$ cat config.mk
export PLATFORM = sky130hd
export DESIGN_NAME = zcq_detector
export DESIGN_NICKNAME = d
export VERILOG_FILES = /design/src/rtl/zcq_pkg.sv /design/src/rtl/zcq_classify.sv /design/src/rtl/zcq_run_flag.sv /design/src/rtl/zcq_tally.sv /design/src/rtl/zcq_detector.sv
export SDC_FILE = /design/constraint.sdc
export NUM_CORES = 1
export LEC_CHECK = 0
export BUFFER_PORTS_ARGS = -buffer_cell sky130_fd_sc_hd__buf_4
export CORE_MARGIN = 1
export CORE_UTILIZATION = 30
export DETAILED_ROUTE_END_ITERATION = 10
export GPL_ROUTABILITY_DRIVEN = 0
export GPL_TIMING_DRIVEN = 1
export PLACE_DENSITY = 0.54
export SLEW_MARGIN = 20
export SYNTH_ARGS = -nofsm -noshare
export SYNTH_HDL_FRONTEND = slang
export SYNTH_SLANG_ARGS = --single-unit
$ cat constraint.sdc
create_clock -name clk -period 2.5 [get_ports clk]
set_input_delay 0.375 -clock clk [delete_from_list [all_inputs] [get_ports clk]]
set_output_delay 0.375 -clock clk [all_outputs]
set_load 0.02 [all_outputs]
$ cat src/rtl/zcq_pkg.sv
package zcq_pkg;
  // Magnitude of a signed error, widened by one bit so the most negative code is exact.
  function automatic logic [15:0] err_mag(input logic signed [15:0] e);
    logic signed [16:0] w;
    w = {e[15], e};
    if (w < 0) w = -w;
    return w[15:0];
  endfunction
endpackage

$ cat src/rtl/zcq_classify.sv
module zcq_classify #(
  parameter int ERR_W = 7,
  parameter int TOL   = 8
) (
  input  logic signed [ERR_W-1:0] err,
  output logic                    good
);
  import zcq_pkg::*;
  localparam int PAD = 16 - ERR_W;

  logic signed [15:0] err_ext;
  logic        [15:0] mag;

  always_comb begin
    err_ext = {{PAD{err[ERR_W-1]}}, err};
    mag     = err_mag(err_ext);
    good    = (mag <= 16'(TOL));
  end
endmodule

$ cat src/rtl/zcq_run_flag.sv
module zcq_run_flag #(
  parameter int RUN_LEN = 4
) (
  input  logic clk,
  input  logic rst,
  input  logic psave,
  input  logic xing_vld,
  input  logic good,
  output logic qual
);
  localparam int RUN_W = $clog2(RUN_LEN + 1);

  logic [RUN_W-1:0] run_q;
  logic [RUN_W-1:0] run_nx;

  always_comb begin
    if (run_q >= RUN_W'(RUN_LEN)) run_nx = RUN_W'(RUN_LEN);
    else                          run_nx = run_q + 1'b1;
  end

  always_ff @(posedge clk) begin
    if (rst || psave) begin
      run_q <= '0;
      qual  <= 1'b0;
    end else if (xing_vld) begin
      if (good) begin
        run_q <= run_nx;
        qual  <= (run_nx >= RUN_W'(RUN_LEN));
      end else begin
        run_q <= '0;
        qual  <= 1'b0;
      end
    end
  end

  p_bad_drops_r2: assert property (@(posedge clk) disable iff (rst)
    (xing_vld && !good && !psave) |=> !qual);
  p_psave_low_r5: assert property (@(posedge clk) disable iff (rst)
    psave |=> !qual);
  p_hold_idle_r4: assert property (@(posedge clk) disable iff (rst)
    (!xing_vld && !psave) |=> $stable(qual));
  p_rise_on_good_r3: assert property (@(posedge clk) disable iff (rst)
    $rose(qual) |-> ($past(xing_vld) && $past(good)));
endmodule

$ cat src/rtl/zcq_tally.sv
module zcq_tally #(
  parameter int CNT_W = 8,
  parameter int WIN   = 64
) (
  input  logic             clk,
  input  logic             rst,
  input  logic             psave,
  input  logic             xing_vld,
  input  logic             good,
  input  logic             bit_stb,
  output logic [CNT_W-1:0] good_cnt,
  output logic [CNT_W-1:0] bad_cnt
);
  localparam int WIN_W = (WIN > 1) ? $clog2(WIN) : 1;
  localparam logic [CNT_W-1:0] CMAX = '1;

  logic [WIN_W-1:0] bits_q;
  logic [CNT_W-1:0] acc_g, acc_b, g_nx, b_nx;
  logic             close_w;

  always_comb begin
    g_nx = acc_g;
    b_nx = acc_b;
    if (xing_vld && good  && acc_g != CMAX) g_nx = acc_g + 1'b1;
    if (xing_vld && !good && acc_b != CMAX) b_nx = acc_b + 1'b1;
    close_w = bit_stb && (bits_q == WIN_W'(WIN - 1));
  end

  always_ff @(posedge clk) begin
    if (rst || psave) begin
      bits_q   <= '0;
      acc_g    <= '0;
      acc_b    <= '0;
      good_cnt <= '0;
      bad_cnt  <= '0;
    end else if (close_w) begin
      bits_q   <= '0;
      acc_g    <= '0;
      acc_b    <= '0;
      good_cnt <= g_nx;
      bad_cnt  <= b_nx;
    end else begin
      acc_g <= g_nx;
      acc_b <= b_nx;
      if (bit_stb) bits_q <= bits_q + 1'b1;
    end
  end

  p_sat_hold_r8: assert property (@(posedge clk) disable iff (rst)
    (acc_g == CMAX && !psave && !close_w) |=> (acc_g == CMAX));
  p_psave_clear_r9: assert property (@(posedge clk) disable iff (rst)
    psave |=> (good_cnt == '0 && bad_cnt == '0));
  p_out_hold_r7: assert property (@(posedge clk) disable iff (rst)
    (!close_w && !psave) |=> ($stable(good_cnt) && $stable(bad_cnt)));
endmodule

$ cat src/rtl/zcq_detector.sv
module zcq_detector #(
  parameter int ERR_W    = 7,
  parameter int TOL      = 8,
  parameter int RUN_LEN  = 4,
  parameter int CNT_W    = 8,
  parameter int WIN      = 64,
  parameter bit TALLY_EN = 1'b1
) (
  input  logic                    clk,
  input  logic                    rst,
  input  logic                    psave,
  input  logic                    xing_vld,
  input  logic signed [ERR_W-1:0] xing_err,
  input  logic                    bit_stb,
  output logic                    quality_o,
  output logic [CNT_W-1:0]        good_cnt_o,
  output logic [CNT_W-1:0]        bad_cnt_o
);
  logic good_w;

  zcq_classify #(.ERR_W(ERR_W), .TOL(TOL)) u_cls (
    .err (xing_err),
    .good(good_w)
  );

  zcq_run_flag #(.RUN_LEN(RUN_LEN)) u_run (
    .clk     (clk),
    .rst     (rst),
    .psave   (psave),
    .xing_vld(xing_vld),
    .good    (good_w),
    .qual    (quality_o)
  );

  generate
    if (TALLY_EN) begin : g_tally
      zcq_tally #(.CNT_W(CNT_W), .WIN(WIN)) u_tly (
        .clk     (clk),
        .rst     (rst),
        .psave   (psave),
        .xing_vld(xing_vld),
        .good    (good_w),
        .bit_stb (bit_stb),
        .good_cnt(good_cnt_o),
        .bad_cnt (bad_cnt_o)
      );
    end else begin : g_no_tally
      logic unused_w;
      assign unused_w   = bit_stb;
      assign good_cnt_o = '0;
      assign bad_cnt_o  = '0;
    end
  endgenerate
endmodule

==> reports/metrics.yaml <==
drive_above_1_share: 0.182
synth_flop_cell: "dfxtp_1"
numPlacedInstances: 310
grtUsageMet3: 0.0364
synthSimpleGateAreaFrac: 0.235
ant_nets: 0
grt_use_total: 0.129
synth-async-reset-ratio: 0
vdd_ir_drop_max_v: 0.000273
final_nets: 260
min_path_type: "input pin to flop"
crit_fanout: 19
grt_pass1_vias: 1397
cts_tree: "yes"
synth.top_cell.area_share: 0.448
tns_ps: 0
finClkSkew_ps: 5.87
port_buffers: 28
avgSynthCellArea_um2: 8.64
r2r_start: "g_tally.u_tly.bits_q[0]"
stdcell_count: 317
antenna_found_initial: 0
slew_violations: 0
hp-start: "bit_stb"
cts.root.buffer_cell: "clkbuf_8"
io_pins: 29
ys_types: 33
die-area_mm2: 0.00642
crit_required_ps: 2680
start_util: 0.309
cts_setup_buffers: 0
power_density_mw_per_mm2: 557
postPlaceCellArea_mm2: 0.00214
synth_top_family_by_area: "simple AND/OR/NAND/NOR gates"
period_share: 0.871
cts-resized-gates: 0
grt_setup_unrepaired: "false"
endpoint_kind: "flop"
final_area_mm2: 0.00224
postCtsHoldBufs: 0
syn_area_mm2: 0.00183
ys_ff_latch: 41
hold-path-cell-count: 3
timing.max_cap.violations: 0
fin_util: 0.379
rows: 28
whs_endpoint: "g_tally.u_tly.bits_q[0]"
grt-ovfl-total: 0
grt_max_degree: 20
use_met1: 0.173
cts.clk_slew.worst_paths_ps: 80
die_h_um: 80.1
dp_hpwl_mm: 2.55
cts_max_level: 2
core_mm2: 0.00592
yosys-top-cells-area: "dfxtp_1 45%, nor2_1 5.9%, o21ai_0 5.2%"
diodes: 0
ys_seq_area_frac: 0.448
top_usage_layer: "met2"
met2_usage: 0.191
finalHoldViolations: 0
arrival_ps: 2360
synth_most_common_cell: "dfxtp_1"
reg2regPathDepth: 6
die_w_um: 80.1
area.growth.synth_to_final_pct: 22.5
synth.top_cells.by_count: "41 x dfxtp_1, 29 x nor2_1, 19 x o21ai_0, 18 x a21oi_1, 16 x nand2_1"
crit_path_start_kind: "input pin"
yosysWarnings: 0
synth_fp_nets: 230
max-clock-path-buffers: 2
rrSetupSlack_ps: 650
synth_cells: 212
setup_viol: 0
rr_endpoint: "g_tally.u_tly.bad_cnt[0]"
first_iter_violations: 61
synth_area_leader_cell: "dfxtp_1"
vias: 1469
worstMarginPinSlew_ps: 612
cts_buffers: 5
p_leak_nw: 0.856
synth-compound-area-share: 0.139
drc_errors: 0
outcome: "complete, no violations"
clk_latency_ps: 290
clock.fmax_mhz: 459
synth_edf_count: 0
synth_xor_area_frac: 0.0908
period_needed_ps: 2180
max-slew-margin-rel: 0.591
dr.pass1.iters: 4
critPathKind: "input pin to flop"
muxShareOfSynthArea: 0.0109
grt_pass1_wl_mm: 6.31
routed_wl_mm: 3.66
synthAdderAreaFrac: 0.0410
wl_per_cell_um: 11.5
cts.sinks: 41
viasPerCell: 4.63
==> area by class of cell <==
cell class / count / area [um2]
Clock inverter: 2 / 35.0
Timing Repair Buffer: 33 / 260
Inverter: 5 / 18.8
Tap cell: 75 / 93.8
Fill cell: 610 / 3680
Clock buffer: 5 / 68.8
Multi-Input combinational cell: 156 / 946
Sequential cell: 41 / 821
==> kinds of logic (layout without fill, tap and decap cells) <==
family,count (synthesis),after routing
simple gates,85,85
compound gates,44,44
flops,41,41
xor+xnor,19,19
buf+inv,15,45
fa+ha+maj,6,6
mux,2,2
==> layer usage <==
layer / wire (um) / share of wire / vias to the layer above
met4: 60 / 0.016 / 0
li1: - / - / 789
met2: 1500 / 0.41 / 26
met3: 145 / 0.040 / 4
met5: 0 / 0 / -
met1: 1950 / 0.53 / 650
==> per-stage QoR <==
step | total power, mW | hold WS, ps | setup slack (ps)
finish | 1.25 | 362 | 321
detailed placement | 0.748 | 477 | -3.06
global placement | 0.748 | 477 | 5.96
floorplan | 0.716 | 458 | 195
global route | 1.30 | 375 | 156
CTS | 1.26 | 358 | 312
==> report_power, final <==
group / internal (mW) / total (mW) / switching [mW]
sequential: 0.655 / 0.658 / 0.00274
combinational: 0.0327 / 0.0738 / 0.0411
clock: 0.290 / 0.517 / 0.226
total: 0.978 / 1.25 / 0.270
==> placed cells by master (no fill, tap or decap), types with 2 or more instances in the layout <==
cell	netlist	routed
mux2i_1	2	2
ha_1	6	6
a21oi_1	18	18
nor2_1	29	29
nor3_1	9	9
o21ai_0	19	18
nand4_1	6	6
xor2_1	9	9
dfxtp_1	41	41
and4bb_1	2	2
nand3_1	6	6
nand2b_1	2	2
inv_1	5	5
a31oi_1	3	3
clkbuf_8	0	5
nand2_1	16	16
and3_1	4	4
or3_1	3	3
buf_4	0	32
xnor2_1	10	10
==> worst max-delay path: stages <==
cell	delay, ps
buf_4	120
inv_1	50
ha_1	160
or3b_1	370
or4_4	440
a32oi_4	210
buf_12	180
and4bb_1	220
xnor2_1	140
a21oi_1	90
==> worst max-delay path by stage <==
stage | cells past startpoint | slack, ps | start | to
after floorplan | 9 | 190 | xing_err[0] | g_tally.u_tly.good_cnt[3]
after global placement | 10 | 6 | xing_err[0] | g_tally.u_tly.good_cnt[5]
after detailed placement | 10 | -3 | xing_err[0] | u_run.run_q[0]
after CTS | 10 | 310 | xing_err[0] | g_tally.u_tly.good_cnt[5]
after global routing | 10 | 160 | xing_err[0] | g_tally.u_tly.good_cnt[4]
final | 10 | 320 | xing_err[0] | g_tally.u_tly.good_cnt[5]
==> registers in the layout, indices dropped and copies added (netlist names) <==
| register | count |
|---|---|
| g_tally.u_tly.good_cnt | 8 |
| g_tally.u_tly.bad_cnt | 8 |
| u_run.run_q | 3 |
| g_tally.u_tly.acc_g | 8 |
| g_tally.u_tly.bits_q | 6 |
| g_tally.u_tly.acc_b | 8 |
No activity file was read; power rests on OpenSTA's default activity.
